===== config.mk =====
export PLATFORM = sky130hd
export DESIGN_NAME = rx_frame_filter
export DESIGN_NICKNAME = d
export VERILOG_FILES = /design/src/rtl/rxf_pkg.sv /design/src/rtl/rxf_line_cond.sv /design/src/rtl/rxf_bit_engine.sv /design/src/rtl/rxf_frame_filter.sv /design/src/rtl/rx_frame_filter.sv
export SDC_FILE = /design/constraint.sdc
export NUM_CORES = 1
export LEC_CHECK = 0
export ABC_CLOCK_PERIOD_IN_PS = 1950
export BUFFER_PORTS_ARGS = -buffer_cell sky130_fd_sc_hd__buf_2
export CORE_MARGIN = 1
export CORE_UTILIZATION = 50
export CTS_BUF_LIST = sky130_fd_sc_hd__clkbuf_4
export DETAILED_ROUTE_END_ITERATION = 12
export GPL_ROUTABILITY_DRIVEN = 0
export GPL_TIMING_DRIVEN = 0
export PLACE_DENSITY = 0.75
export SYNTH_ARGS = -nofsm -noshare
export SYNTH_HDL_FRONTEND = slang
export SYNTH_SLANG_ARGS = --single-unit

===== constraint.sdc =====
create_clock -name clk_i -period 1.95 [get_ports clk_i]
set_clock_uncertainty 0.05 [all_clocks]
set_input_delay 0 -clock clk_i [delete_from_list [all_inputs] [get_ports clk_i]]
set_output_delay 0 -clock clk_i [all_outputs]
set_load 0.005 [all_outputs]

===== src/rtl/rxf_pkg.sv =====
package rxf_pkg;
  localparam int unsigned MAX_DW = 9;
  localparam int unsigned TCNT_W = 5;
  localparam int unsigned IDX_W  = 4;

  typedef enum logic [2:0] {
    ST_IDLE,
    ST_START,
    ST_DATA,
    ST_PAR,
    ST_STOP
  } rx_state_e;

  typedef struct packed {
    logic [MAX_DW-1:0] data;
    logic              perr;
    logic              ferr;
  } rx_word_t;

  function automatic logic [TCNT_W-1:0] ovs_ticks(input logic [2:0] code);
    case (code)
      3'd0:    return TCNT_W'(16);
      3'd1:    return TCNT_W'(8);
      3'd2:    return TCNT_W'(6);
      3'd3:    return TCNT_W'(4);
      default: return TCNT_W'(1);
    endcase
  endfunction

  function automatic logic [IDX_W-1:0] data_len(input logic [1:0] code);
    case (code)
      2'd1:    return IDX_W'(7);
      2'd3:    return IDX_W'(9);
      default: return IDX_W'(8);
    endcase
  endfunction
endpackage


===== src/rtl/rxf_line_cond.sv =====
module rxf_line_cond #(
  parameter int unsigned SYNC_STAGES = 2
) (
  input  logic clk_i,
  input  logic rst_ni,
  input  logic pin_i,
  input  logic loop_i,
  input  logic loopback_i,
  input  logic invert_i,
  input  logic tick_i,
  input  logic vote_off_i,
  input  logic os_off_i,
  output logic line_o,
  output logic bit_o
);
  logic raw;
  logic [SYNC_STAGES-1:0] sync_q;
  logic [1:0] hist_q;
  logic vote;

  assign raw = (loopback_i ? loop_i : pin_i) ^ invert_i;

  generate
    if (SYNC_STAGES == 1) begin : g_sync_one
      always_ff @(posedge clk_i or negedge rst_ni) begin
        if (!rst_ni) sync_q <= '1;
        else         sync_q <= raw;
      end
    end else begin : g_sync_chain
      always_ff @(posedge clk_i or negedge rst_ni) begin
        if (!rst_ni) sync_q <= '1;
        else         sync_q <= {sync_q[SYNC_STAGES-2:0], raw};
      end
    end
  endgenerate

  assign line_o = sync_q[SYNC_STAGES-1];

  // two previous tick samples, oldest in bit 1
  always_ff @(posedge clk_i or negedge rst_ni) begin
    if (!rst_ni)     hist_q <= 2'b11;
    else if (tick_i) hist_q <= {hist_q[0], line_o};
  end

  assign vote  = (line_o & hist_q[0]) | (line_o & hist_q[1]) | (hist_q[0] & hist_q[1]);
  assign bit_o = (vote_off_i || os_off_i) ? line_o : vote;
endmodule


===== src/rtl/rxf_bit_engine.sv =====
module rxf_bit_engine
  import rxf_pkg::*;
(
  input  logic       clk_i,
  input  logic       rst_ni,
  input  logic       tick_i,
  input  logic       line_i,
  input  logic       bit_i,
  input  logic [2:0] ovs_i,
  input  logic [1:0] dbits_i,
  input  logic [1:0] parity_i,
  input  logic [1:0] stop_i,
  input  logic       msb_first_i,
  output logic       os_off_o,
  output logic       done_o,
  output rx_word_t   word_o
);
  localparam logic [IDX_W-1:0] DW_L = IDX_W'(MAX_DW);

  rx_state_e st_q, st_d;
  logic [TCNT_W-1:0] cnt_q, cnt_d, ratio, half, last;
  logic [IDX_W-1:0]  idx_q, idx_d, nd;
  logic [MAX_DW-1:0] sh_q, sh_d;
  logic par_q, par_d, pbit_q, pbit_d;
  logic done_q, done_d;
  rx_word_t word_q, word_d;
  logic sample, at_end, par_en, par_odd;

  assign ratio    = ovs_ticks(ovs_i);
  assign half     = ratio >> 1;
  assign last     = ratio - TCNT_W'(1);
  assign os_off_o = (ratio == TCNT_W'(1));
  assign nd       = data_len(dbits_i);
  assign par_en   = parity_i[1];
  assign par_odd  = (parity_i == 2'd3);
  assign sample   = (cnt_q == half);
  assign at_end   = (cnt_q == last);

  always_comb begin
    st_d   = st_q;
    cnt_d  = cnt_q;
    idx_d  = idx_q;
    sh_d   = sh_q;
    par_d  = par_q;
    pbit_d = pbit_q;
    done_d = 1'b0;
    word_d = word_q;
    if (tick_i) begin
      unique case (st_q)
        ST_IDLE: begin
          if (!line_i) begin
            idx_d = '0;
            sh_d  = '0;
            par_d = 1'b0;
            st_d  = os_off_o ? ST_DATA : ST_START;
            cnt_d = os_off_o ? '0 : TCNT_W'(1);
          end
        end
        ST_START: begin
          if (sample && bit_i) begin
            st_d  = ST_IDLE;   // false start
            cnt_d = '0;
          end else if (at_end) begin
            st_d  = ST_DATA;
            cnt_d = '0;
          end else begin
            cnt_d = cnt_q + TCNT_W'(1);
          end
        end
        ST_DATA: begin
          if (sample) begin
            sh_d  = msb_first_i ? {sh_q[MAX_DW-2:0], bit_i} : {bit_i, sh_q[MAX_DW-1:1]};
            par_d = par_q ^ bit_i;
            idx_d = idx_q + IDX_W'(1);
          end
          if (at_end) begin
            cnt_d = '0;
            if (idx_d == nd) st_d = par_en ? ST_PAR : ST_STOP;
          end else begin
            cnt_d = cnt_q + TCNT_W'(1);
          end
        end
        ST_PAR: begin
          if (sample) pbit_d = bit_i;
          if (at_end) begin
            cnt_d = '0;
            st_d  = ST_STOP;
          end else begin
            cnt_d = cnt_q + TCNT_W'(1);
          end
        end
        ST_STOP: begin
          if (sample) begin
            done_d      = 1'b1;
            word_d.data = msb_first_i ? sh_q : (sh_q >> (DW_L - nd));
            word_d.perr = par_en && ((par_q ^ pbit_q) != par_odd);
            word_d.ferr = (stop_i != 2'd0) && !bit_i;
            st_d        = ST_IDLE;
            cnt_d       = '0;
          end else begin
            cnt_d = cnt_q + TCNT_W'(1);
          end
        end
        default: st_d = ST_IDLE;
      endcase
    end
  end

  always_ff @(posedge clk_i or negedge rst_ni) begin
    if (!rst_ni) begin
      st_q   <= ST_IDLE;
      cnt_q  <= '0;
      idx_q  <= '0;
      sh_q   <= '0;
      par_q  <= 1'b0;
      pbit_q <= 1'b0;
      done_q <= 1'b0;
      word_q <= '0;
    end else begin
      st_q   <= st_d;
      cnt_q  <= cnt_d;
      idx_q  <= idx_d;
      sh_q   <= sh_d;
      par_q  <= par_d;
      pbit_q <= pbit_d;
      done_q <= done_d;
      word_q <= word_d;
    end
  end

  assign done_o = done_q;
  assign word_o = word_q;
endmodule


===== src/rtl/rxf_frame_filter.sv =====
module rxf_frame_filter
  import rxf_pkg::*;
(
  input  logic              clk_i,
  input  logic              rst_ni,
  input  logic              done_i,
  input  rx_word_t          word_i,
  input  logic [1:0]        dbits_i,
  input  logic              mp_en_i,
  input  logic              mp_addr_i,
  input  logic [MAX_DW-1:0] start_val_i,
  input  logic [MAX_DW-1:0] sig_val_i,
  input  logic              start_unblock_i,
  input  logic              block_set_i,
  input  logic              block_clr_i,
  output logic              wr_o,
  output rx_word_t          word_o,
  output logic              blocked_o,
  output logic              ev_addr_o,
  output logic              ev_start_o,
  output logic              ev_sig_o
);
  logic addr_hit, start_hit, sig_hit, unblk, blk_q;
  logic wr_q, ev_addr_q, ev_start_q, ev_sig_q;
  rx_word_t word_q;

  assign addr_hit  = mp_en_i && (dbits_i == 2'd3) && (word_i.data[MAX_DW-1] == mp_addr_i);
  assign start_hit = (word_i.data == start_val_i);
  assign sig_hit   = (word_i.data == sig_val_i);
  assign unblk     = start_hit && start_unblock_i;

  always_ff @(posedge clk_i or negedge rst_ni) begin
    if (!rst_ni)                            blk_q <= 1'b0;
    else if (block_clr_i || (done_i && unblk)) blk_q <= 1'b0;
    else if (block_set_i)                   blk_q <= 1'b1;
  end

  always_ff @(posedge clk_i or negedge rst_ni) begin
    if (!rst_ni) begin
      wr_q       <= 1'b0;
      ev_addr_q  <= 1'b0;
      ev_start_q <= 1'b0;
      ev_sig_q   <= 1'b0;
      word_q     <= '0;
    end else begin
      wr_q       <= done_i && (!blk_q || addr_hit || unblk);
      ev_addr_q  <= done_i && addr_hit;
      ev_start_q <= done_i && start_hit;
      ev_sig_q   <= done_i && sig_hit;
      if (done_i) word_q <= word_i;
    end
  end

  assign wr_o       = wr_q;
  assign word_o     = word_q;
  assign blocked_o  = blk_q;
  assign ev_addr_o  = ev_addr_q;
  assign ev_start_o = ev_start_q;
  assign ev_sig_o   = ev_sig_q;
endmodule


===== src/rtl/rx_frame_filter.sv =====
module rx_frame_filter
  import rxf_pkg::*;
#(
  parameter int unsigned SYNC_STAGES = 2
) (
  input  logic              clk_i,
  input  logic              rst_ni,
  input  logic              rx_pin_i,
  input  logic              tx_loop_i,
  input  logic              os_tick_i,
  input  logic [2:0]        cfg_ovs_i,
  input  logic              cfg_vote_off_i,
  input  logic [1:0]        cfg_dbits_i,
  input  logic [1:0]        cfg_parity_i,
  input  logic [1:0]        cfg_stop_i,
  input  logic              cfg_msb_first_i,
  input  logic              cfg_rx_inv_i,
  input  logic              cfg_loopback_i,
  input  logic              cfg_mp_en_i,
  input  logic              cfg_mp_addr_i,
  input  logic [MAX_DW-1:0] cfg_start_val_i,
  input  logic [MAX_DW-1:0] cfg_sig_val_i,
  input  logic              cfg_start_unblock_i,
  input  logic              block_set_i,
  input  logic              block_clr_i,
  output logic              q_wr_o,
  output logic [MAX_DW-1:0] q_data_o,
  output logic              q_perr_o,
  output logic              q_ferr_o,
  output logic              blocked_o,
  output logic              ev_addr_o,
  output logic              ev_start_o,
  output logic              ev_sig_o
);
  logic line_s, bit_s, os_off, eng_done;
  rx_word_t eng_word, q_word;

  rxf_line_cond #(.SYNC_STAGES(SYNC_STAGES)) u_line (
    .clk_i      (clk_i),
    .rst_ni     (rst_ni),
    .pin_i      (rx_pin_i),
    .loop_i     (tx_loop_i),
    .loopback_i (cfg_loopback_i),
    .invert_i   (cfg_rx_inv_i),
    .tick_i     (os_tick_i),
    .vote_off_i (cfg_vote_off_i),
    .os_off_i   (os_off),
    .line_o     (line_s),
    .bit_o      (bit_s)
  );

  rxf_bit_engine u_eng (
    .clk_i       (clk_i),
    .rst_ni      (rst_ni),
    .tick_i      (os_tick_i),
    .line_i      (line_s),
    .bit_i       (bit_s),
    .ovs_i       (cfg_ovs_i),
    .dbits_i     (cfg_dbits_i),
    .parity_i    (cfg_parity_i),
    .stop_i      (cfg_stop_i),
    .msb_first_i (cfg_msb_first_i),
    .os_off_o    (os_off),
    .done_o      (eng_done),
    .word_o      (eng_word)
  );

  rxf_frame_filter u_filt (
    .clk_i           (clk_i),
    .rst_ni          (rst_ni),
    .done_i          (eng_done),
    .word_i          (eng_word),
    .dbits_i         (cfg_dbits_i),
    .mp_en_i         (cfg_mp_en_i),
    .mp_addr_i       (cfg_mp_addr_i),
    .start_val_i     (cfg_start_val_i),
    .sig_val_i       (cfg_sig_val_i),
    .start_unblock_i (cfg_start_unblock_i),
    .block_set_i     (block_set_i),
    .block_clr_i     (block_clr_i),
    .wr_o            (q_wr_o),
    .word_o          (q_word),
    .blocked_o       (blocked_o),
    .ev_addr_o       (ev_addr_o),
    .ev_start_o      (ev_start_o),
    .ev_sig_o        (ev_sig_o)
  );

  assign q_data_o = q_word.data;
  assign q_perr_o = q_word.perr;
  assign q_ferr_o = q_word.ferr;
endmodule


# Yosys cells after proc, flatten, opt, wreduce, memory -nomap -nowiden

Cells that the tools add are included.

Register bits after elaboration: 55
Bits of input ports: 41
Output and inout port bits: 16
Logic and storage cells: 126

Add/subtract/negate cells: 4
Equal/unequal tests: 25
Shift-type cells: 1
Muxes and demuxes: 38
Bitwise gates (word level): 8
Reductions and logical operators: 30

Operators with widths:

| cell                                                                   | count |
|---|---|
| 5-bit one-hot mux with 4 select lines                                  | 2 |
| 9-bit 2-to-1 mux                                                       | 4 |
| 3-bit 2-to-1 mux                                                       | 8 |
| 5-bit 2-to-1 mux                                                       | 4 |
| 9-bit equality test                                                    | 2 |
| 9-bit one-hot mux with 2 select lines                                  | 1 |
| 4-bit 2-to-1 mux                                                       | 4 |
| 4-bit one-hot mux with 2 select lines                                  | 2 |
| 3-bit one-hot mux with 5 select lines                                  | 1 |
| 3-bit by 2-bit equality test with 1-bit output (second input constant) | 4 |
| 3-bit AND reduction                                                    | 4 |
| 1-bit logical AND                                                      | 11 |
| 1-bit 2-to-1 mux                                                       | 10 |
| 2-bit by 1-bit != test with 1-bit output (second input constant)       | 5 |
| 9-bit by 4-bit >> shifter with 9-bit output                            | 1 |
| 7-bit AND reduction                                                    | 1 |
| 3-bit by 1-bit equality test with 1-bit output (second input constant) | 2 |
| 3-bit zero test                                                        | 2 |
| 2-bit nonzero test                                                     | 3 |
| 5-bit by 1-bit adder with 5-bit output (second input constant)         | 1 |
| 5-bit by 1-bit equality test with 1-bit output (second input constant) | 1 |
| 5-bit by 4-bit equality test with 1-bit output                         | 1 |
| 5-bit equality test                                                    | 1 |
| 5-bit by 1-bit subtractor with 5-bit output (second input constant)    | 1 |
| other kinds (20)                                                       | 30 |

# Logic depth before layout (Yosys ltp)

Gate-level depths: netlist (run 1).

Depth after elaboration: 10
Depth in mapped cells: 10
Gate-level depth less buffers: 8

# Modules after synthesis

From an unflattened synthesis (run 1), not the netlist that was laid out.

Cells, all modules: 330
Area, all modules: 3168.0 µm²

Modules (own cells, without submodules):

| module           | times used | cells each | area an instance (µm²) | seq. area each (µm²) |
|---|---|---|---|---|
| rxf_bit_engine   | 1          | 259        | 2209.6                 | 875.8 |
| rxf_frame_filter | 1          | 60         | 784.5                  | 400.4 |
| rxf_line_cond    | 1          | 11         | 173.9                  | 105.1 |

# Worst setup path after synthesis (run 1)

No wires, ideal clock.

Kind: register to register
Start point: register u_line.hist_q[0]
End point: register u_eng.st_q[1]
Setup time: 0.128 ns
Arrival time: 1.931 ns
Required time: 1.772 ns
Setup slack: -0.158 ns
Cell stages (with the launch flop): 7
Path buffers: 0
Clock period less this slack: 2.108 ns
Cells stage by stage: dfstp_2 -> nand2_1 -> o31ai_2 -> a311oi_2 -> nor3_4 -> nand3_1 -> mux2_1

Cells in the longest elaborated chain, start to end: 7
Elaborated cells on any way between the ends: 10
Those cells by class: eq/ne: 1; mux: 3; bitwise: 4; reduce/logical: 2

Ends and longest elaborated chain:

| what                                                                                   | RTL line              | RTL |
|---|---|---|
| start: declaration                                                                     | rxf_line_cond.sv:18   | `logic [1:0] hist_q;` |
| start signal: assignment                                                               | rxf_line_cond.sv:42   | `else if (tick_i) hist_q <= {hist_q[0], line_o};` |
| 1-bit bitwise AND                                                                      | rxf_line_cond.sv:45   | `assign vote = (line_o & hist_q[0]) \| (line_o & hist_q[1]) \| (hist_q[0] & hist_q[1]);` |
| 1-bit OR                                                                               | rxf_line_cond.sv:45   |  |
| 1-bit OR *                                                                             | rxf_line_cond.sv:45   |  |
| 1-bit 2-to-1 mux *                                                                     | rxf_line_cond.sv:46   | `assign bit_o = (vote_off_i \|\| os_off_i) ? line_o : vote;` |
| 1-bit logical AND *                                                                    | rxf_bit_engine.sv:60  | `if (sample && bit_i) begin` |
| 3-bit by 1-bit != test with 1-bit output (no line) or 3-bit 2-to-1 mux (tied branches) | --                    |  |
| 7-bit AND reduction (no line) or 3-bit one-hot mux with 5 select lines (tied branches) | --                    |  |
| end signal: assignment                                                                 | rxf_bit_engine.sv:120 | `st_q <= st_d;` |
| end: declaration                                                                       | rxf_bit_engine.sv:20  | `rx_state_e st_q, st_d;` |

Every way passes the cells marked *; elsewhere a longest branch is shown, timed or not.
A chain may end at the register's enable or synchronous reset.

# Worst setup path in the final report (run 1)

Start point: register u_eng.cnt_q[1]
End point: register u_eng.cnt_q[0]

Cells in the longest elaborated chain, start to end: 4
Elaborated cells on any way between the ends: 7
Those cells by class: eq/ne: 2; mux: 4; reduce/logical: 1

Ends and longest elaborated chain:

| what                                                                                  | RTL line                                   | RTL |
|---|---|---|
| start: declaration                                                                    | rxf_bit_engine.sv:21                       | `logic [TCNT_W-1:0] cnt_q, cnt_d, ratio, half, last;` |
| start signal: assignment                                                              | rxf_bit_engine.sv:121                      | `cnt_q <= cnt_d;` |
| 5-bit equality test or 5-bit by 4-bit equality test with 1-bit output (tied branches) | rxf_bit_engine.sv:37, rxf_bit_engine.sv:36 |  |
| 5-bit 2-to-1 mux or 1-bit logical AND (tied branches)                                 | --                                         |  |
| 5-bit 2-to-1 mux                                                                      | rxf_bit_engine.sv:60                       |  |
| 5-bit one-hot mux with 4 select lines *                                               | rxf_bit_engine.sv:49                       | `unique case (st_q)` |

Marks and branches as above.

==> results.toml, run 1 <==
[status]
status = "complete, but fails checks"
violations = "negative setup slack"

[power]
p_per_area_mw_per_mm2 = 922.2
ir_drop_mv = 0.7747
power.leakage_nw = 1.919

[detailed_routing]
vias = 2998
drc_errors = 0
first_iter_violations = 89
ant_nets = 0
first_pass_iters = 4
vias_per_cell = 5.833
drt-total-wl_um = 8361
detail_route.wl_per_cell_um = 16.27

[synth]
netlist_top_cells_area = "dfrtp_1, nand2_1, mux2_2"
synth.yosys.warnings = 0
synth_nets = 382
synthMuxAreaShare = 0.07494
synth-compound-area-share = 0.1877
yosysTopAreaCellShare = 0.3981
synth-simple-area-share = 0.1862
ys_types = 60
ys_ff_latch = 55
synth_seq_area_share = 0.4309
synth_xor_area_frac = 0.07104
syn_area_mm2 = 0.003206
ys.flop_type = "dfrtp_1"
post-synth-top-area-cell = "dfrtp_1"
syn_avg_cell_area_um2 = 9.456
synth_adder_area_share = 0.007806
syn_inst = 339
synth_top_family_by_area = "compound AO/OA/AOI/OAI gates"
synth_edf_count = 0
async_flop_share = 1.000

[timing]
worstMarginPinSlew_ns = 1.215
setup_viol = 32
rsz0062_at_grt = "yes"
period_share = 1.159
drv_slew = 0
slew_headroom = 0.1902
fin_crit_ns = 2.261
clock.fmax_ghz = 0.4423
timing.final.ws_setup_ns = -0.3109
hold_viol = 0

[floorplan]
io_pins = 57
die_w_um = 82.07
coreArea_mm2 = 0.006061
dieArea_mm2 = 0.006735
die_y_um = 82.07
rows = 28
start_util = 0.5289

[global_route]
grt_pass1_wl_um = 12770
grt_usage = 0.2487
grt_max_degree = 56
antenna_found_initial = 0
grt-ovfl-total = 0
first_global_vias = 2785

[cells_and_area]
antenna_cells = 0
stdcell_count = 514
drive_gt1_frac = 0.4100
seqCellArea_mm2 = 0.001386
syn2layout_area_growth_pct = 37.35
final_nets = 481
n_fill_cell = 432
multi_input_area_mm2 = 0.002046
post-route-util = 0.7265

[place]
hpwl_um = 5037
pre_cts_slack_ns = -0.3748
place_inst = 469
io_buffer_count = 55

[setup_path]
crit_path_start_kind = "flip-flop"
crit_arrival_ns = 2.52
r2r-start = "u_eng.cnt_q[1]$_DFFE_PN0P_"
crit_required_ns = 2.21
critPathLaunch = "u_eng.cnt_q[1]$_DFFE_PN0P_"
endpoint_kind = "flip-flop"
crit_fanout = 4
worstSetupPathType = "flip-flop to flip-flop"

[clocking]
cts_tree = "built"
cts_buffers = 5
clockBufferDepth = 2
clkTransAtPathRegs_ns = 0.16
clk_latency_ns = 0.40
h-tree-depth = 2
cts-root-buf = "clkbuf_4"
cts_sinks = 55

[hold_path]
min-delay-start = "cfg_start_val_i[4]"
hold_path.class = "input port to flip-flop"

[run]
maxCapViolCount = 0
## repair_timing
action                                  CTS  global route
hold buffers                             17             0
gates resized for setup                  51            66
endpoints found under the setup margin   34            35
setup buffers                            16             3
pin swaps                                11            22
cloned                                    5             0
hold endpoints to repair                 60             0
## cells by family after synthesis
| group | count (synthesis) |
|---|---|
| fa+ha+maj | 2 |
| mux | 22 |
| compound gates | 85 |
| xor+xnor | 26 |
| simple gates | 120 |
| flops | 55 |
| buf+inv | 29 |
## layer usage
metal	track usage	wire [um]
met4	0.07895	106
met5	0	0
met3	0.04778	406
met1	0.3121	3586
met2	0.4281	4262
## cells in the final DEF, fill, tap and decap left out, drive strengths merged, types with 2 or more instances in the layout
cell / netlist / layout
nor3: 9 / 9
ha: 2 / 2
o211ai: 2 / 2
a21boi: 6 / 6
a22oi: 2 / 2
a21o: 2 / 2
xor2: 7 / 7
nor2: 19 / 19
a22o: 2 / 2
a21oi: 10 / 10
mux2: 16 / 16
o311ai: 2 / 2
buf: 9 / 85
mux2i: 6 / 6
nand2b: 8 / 8
nand2: 51 / 51
or2: 2 / 2
clkbuf: 11 / 17
and2: 2 / 2
o21ai: 22 / 22
o31ai: 15 / 15
a221oi: 6 / 6
inv: 9 / 9
a311oi: 4 / 4
nor2b: 2 / 2
dfrtp: 51 / 51
nor3b: 2 / 2
xnor2: 19 / 19
nor4: 2 / 2
nand4: 8 / 8
nand3: 5 / 5
dlygate4sd3: 0 / 17
a31oi: 5 / 5
dfstp: 4 / 4
or4: 2 / 2
## worst paths after layout
| kind | slack, ns | end | cells past startpoint |
|---|---|---|---|
| min in group asynchronous | 0.34 | u_eng.cnt_q[1]$_DFFE_PN0P_ | 2 |
| max | -0.31 | u_eng.cnt_q[0]$_DFFE_PN0P_ | 10 |
| max reg2reg | -0.31 | u_eng.cnt_q[0]$_DFFE_PN0P_ | 10 |
| max in group asynchronous | 0.69 | u_eng.idx_q[0]$_DFFE_PN0P_ | 2 |
| min reg2reg | 0.32 | u_line.sync_q[1]$_DFF_PN1_ | 0 |
| min | 0.02 | u_filt.wr_o$_DFF_PN0_ | 6 |
## worst max-delay path, cell delays in order (launching register included)
cell	delay (ns)
dfrtp_2	0.46
buf_6	0.13
buf_4	0.13
nand2_1	0.07
o22ai_1	0.07
and4b_1	0.18
a311oi_2	0.32
nor3_4	0.10
buf_4	0.15
or4_4	0.41
o311ai_2	0.10
## sequential cells by signal, summed over array words and instances, names as in the netlist
register	cells
u_eng.cnt_q	5
u_eng.done_o	1
u_eng.idx_q	4
u_eng.par_q	1
u_eng.pbit_q	1
u_eng.sh_q	9
u_eng.st_q	3
u_eng.word_o	11
u_filt.blocked_o	1
u_filt.ev_addr_o	1
u_filt.ev_sig_o	1
u_filt.ev_start_o	1
u_filt.word_o	11
u_filt.wr_o	1
u_line.hist_q	2
u_line.sync_q	2
## through the flow
step	setup TNS [ns]	hold WS [ns]	area (um2)	total power [mW]
2_1_floorplan	-0.2552	-0.3456	3234	2.443
3_3_place_gp	-4.534	0.1067	3603	2.709
3_5_place_dp	-6.808	0.1077	3603	2.763
4_1_cts	-7.416	0.01105	4149	3.784
5_1_grt	-9.195	0.05104	4403	4.289
6_report	-5.717	0.01858	4403	4.061
## cell type report
type,count,area share
plain buffers,18,0.02813
clock buffers,7,0.01194
clock inverters,1,0.006820
inverters,9,0.007673
multi-input cells,255,0.4646
flip-flops and latches,55,0.3149
well taps,75,0.02131
repair buffers,94,0.1446
## power by group
| part | switching (mW) | leakage [nW] | internal [mW] |
|---|---|---|---|
| clock network | 0.362 | 0.0463 | 0.300 |
| logic | 1.03 | 1.14 | 0.842 |
| registers | 0.216 | 0.731 | 1.31 |
## synthesized netlist by cell type (all sizes together), types with 4 or more instances
| master | number |
|---|---|
| a221oi | 6 |
| a311oi | 4 |
| buf | 9 |
| nand2 | 51 |
| a21boi | 6 |
| mux2 | 16 |
| dfrtp | 51 |
| nor2 | 19 |
| a21oi | 10 |
| nand3 | 5 |
| o21ai | 22 |
| o31ai | 15 |
| nand2b | 8 |
| clkbuf | 11 |
| inv | 9 |
| mux2i | 6 |
| nor3 | 9 |
| xnor2 | 19 |
| nand4 | 8 |
| a31oi | 5 |
| xor2 | 7 |
| dfstp | 4 |
(Power assumes the default switching activity.)
==> inputs of run 2 (changes only) <==
--- a/config.mk
+++ b/config.mk
@@ -5,7 +5,7 @@
 export SDC_FILE = /design/constraint.sdc
 export NUM_CORES = 1
 export LEC_CHECK = 0
-export ABC_CLOCK_PERIOD_IN_PS = 1950
+export ABC_CLOCK_PERIOD_IN_PS = 2900
 export BUFFER_PORTS_ARGS = -buffer_cell sky130_fd_sc_hd__buf_2
 export CORE_MARGIN = 1
 export CORE_UTILIZATION = 50
@@ -13,7 +13,8 @@
 export DETAILED_ROUTE_END_ITERATION = 12
 export GPL_ROUTABILITY_DRIVEN = 0
 export GPL_TIMING_DRIVEN = 0
-export PLACE_DENSITY = 0.75
+export PLACE_DENSITY = 0.73
+export SLEW_MARGIN = 25
 export SYNTH_ARGS = -nofsm -noshare
 export SYNTH_HDL_FRONTEND = slang
 export SYNTH_SLANG_ARGS = --single-unit
==> constraint.sdc (replaced) <==
create_clock -name clk_i -period 2.9 [get_ports clk_i]
set_clock_uncertainty 0.05 [all_clocks]
set_input_delay 0 -clock clk_i [delete_from_list [all_inputs] [get_ports clk_i]]
set_output_delay 0 -clock clk_i [all_outputs]
set_load 0.005 [all_outputs]
==> run 2 against run 1 <==
Net effect:
- the run now ends clean
- combinational power decreased by 54%
- critical path depth unchanged
- die area unchanged
- worst hold slack got worse by 0.0066 ns
- wire length decreased by 14%
- clock power decreased by 22%
- maximum frequency decreased by 16%
- sequential share of layout area increased by 4.5 points
- total power decreased by 41%
- final cell count decreased by 4.1%
- count of clock-buffer cells in the layout decreased by 2
- via count decreased by 8.6%
- critical path type unchanged
- critical endpoint is now u_eng.word_o[1]$_DFFE_PN0P_
- largest power group is now sequential cells
==> results.toml, run 2 (synthesis results as in run 1) <==
[clocking]
clk_latency_ns = 0.39
cts_tree = "built"
clkTransAtPathRegs_ns = 0.16
cts_buffers = 5
clockBufferDepth = 2
h-tree-depth = 2
cts-root-buf = "clkbuf_4"
cts_post_setup_buffers_inserted = 0
cts_sinks = 55

[cells_and_area]
final_cell_mix = "buf_2, nand2_1, dfrtp_1"
final_area_mm2 = 0.003844
seqCellArea_mm2 = 0.001381
multi_input_area_mm2 = 0.001692
syn2layout_area_growth_pct = 19.91
layout.cells.most_common = "buf_2"
drive_gt1_frac = 0.2416
n_fill_cell = 507
final_nets = 460
antenna_cells = 0

[power]
ir_drop_mv = 0.4154
switching_share = 0.3689
power.leakage_nw = 1.718
pwr-share-seq = 0.417
p_int_mw = 1.501
p_per_area_mw_per_mm2 = 618.6
combPwrFrac = 0.365
clkPwrFrac = 0.218
power.net_switching_uw = 877.2

[timing]
worstMarginPinSlew_ns = 0.6886
rsz0062_at_grt = "no"
drv_slew = 0
period_share = 0.9305
slew_headroom = 0.5410
setup_tns_ns = 0
setup_viol = 0
fin_crit_ns = 2.698
timing.final.ws_setup_ns = 0.2017
hold_viol = 0
clock.fmax_ghz = 0.3706

[setup_path]
worstSetupPathType = "flip-flop to flip-flop"
crit_slowest_cell = "dlygate4sd3_1"
crit_arrival_ns = 2.93
path_cells = "buf_4 > nor3_1 > a22oi_2 > a211oi_2 > buf_4 > nand4_1 > buf_2 > nand2_1 > o31ai_1 > dlygate4sd3_1"
critPathMostFrequentCell = "buf_4"
crit_fanout = 10
crit_required_ns = 3.13
crit_buf_inv = 4
endpoint_kind = "flip-flop"
critPathTopFamily = "buffers and inverters"
slowest_delay_ns = 0.55
r2r_slack_ns = 0.20
crit_path_start_kind = "flip-flop"

[global_route]
grt-ovfl-total = 0
globalRouteMet3Util = 0.03889
grtUsageMet2 = 0.4107
first_global_vias = 2570
grt_pass1_wl_um = 11730
grt_max_degree = 56
antenna_found_initial = 0
grt_usage = 0.2275
grt-busiest-layer = "met2"
grtUsageMet1 = 0.2833

[place]
io_buffer_count = 55
place_area_mm2 = 0.003577
hpwl_um = 5025
pre_cts_slack_ns = 0.3617

[detailed_routing]
vias = 2739
ant_nets = 0
vias_per_cell = 5.556
first_pass_iters = 4
drc_errors = 0
detail_route.wl_per_cell_um = 14.57
drt-total-wl_um = 7182
first_iter_violations = 129

[hold_path]
hold_path.class = "input port to flip-flop"

[floorplan]
start_util = 0.5289
rows = 28
dieArea_mm2 = 0.006735
die_w_um = 82.07
coreArea_mm2 = 0.006061
io_pins = 57
die_y_um = 82.07

[run]
maxCapViolCount = 0

[status]
status = "complete, no violations"
run 2: cell types whose count changed in the layout (fill, tap and decap cells not counted), sizes merged:
| cell | delta |
|---|---|
| dlygate4sd3 | -1 |
| bufinv | +1 |
| clkbuf | -2 |
| buf | -20 |
| clkinvlp | +1 |
run 2: cell type report:
cell class / instances / share of cell area
buffer: 20 / 0.02604
clock buffer: 5 / 0.009766
clock inverter: 3 / 0.01758
inverter: 9 / 0.008789
multi-input combinational: 255 / 0.4401
sequential: 55 / 0.3594
tap: 75 / 0.02441
timing repair buffer: 71 / 0.1139
run 2: power by group through the flow:
stage	sequential, mW	clock (mW)	combinational (mW)
finish	0.991	0.519	0.868
global route	1.01	0.555	0.969
detailed placement	1.00	0	0.840
floorplan	0.970	0	0.652
global placement	0.995	0	0.807
CTS	0.986	0.529	0.865
run 2: timing repair:
action	in CTS	in global routing
hold endpoints to repair	64	0
gates resized for setup	0	3
setup endpoints to repair	0	1
hold buffers	16	0
run 2: worst min-delay path: stages:
cell	delay (ns)
buf_2	0.09
xnor2_1	0.06
nand4_1	0.07
nor4_1	0.06
and2_1	0.15
run 2: per-layer routing:
layer	up-vias	wire length (um)	part of all wire
met2	57	3553	0.49
met4	0	55	0.0077
met1	1298	3309	0.46
li1	1379	-	-
met5	-	0	0
met3	5	262	0.036
run 2: per-stage QoR:
stage | power, mW | hold WS [ns] | std cells | util
finish | 2.378 | 0.01195 | 493 | 0.6342
global route | 2.533 | 0.02644 | 493 | 0.6342
detailed placement | 1.840 | 0.03813 | 469 | 0.5902
floorplan | 1.622 | -0.3456 | 339 | -
global placement | 1.801 | 0.1105 | 469 | 0.5898
CTS | 2.380 | 0.01626 | 493 | 0.6340
run 2: path summary, 6_finish.rpt:
path	from	end	depth (start not counted)
setup / recovery	u_eng.cnt_q[0]$_DFFE_PN0P_	u_eng.word_o[1]$_DFFE_PN0P_	10
min in group asynchronous	rst_ni	u_eng.cnt_q[1]$_DFFE_PN0P_	2
hold reg to reg	u_line.sync_q[0]$_DFF_PN1_	u_line.sync_q[1]$_DFF_PN1_	0
setup reg to reg	u_eng.cnt_q[0]$_DFFE_PN0P_	u_eng.word_o[1]$_DFFE_PN0P_	10
max in group asynchronous	rst_ni	u_eng.word_o[10]$_DFFE_PN0P_	2
hold / removal	cfg_start_val_i[7]	u_filt.ev_start_o$_DFF_PN0_	5
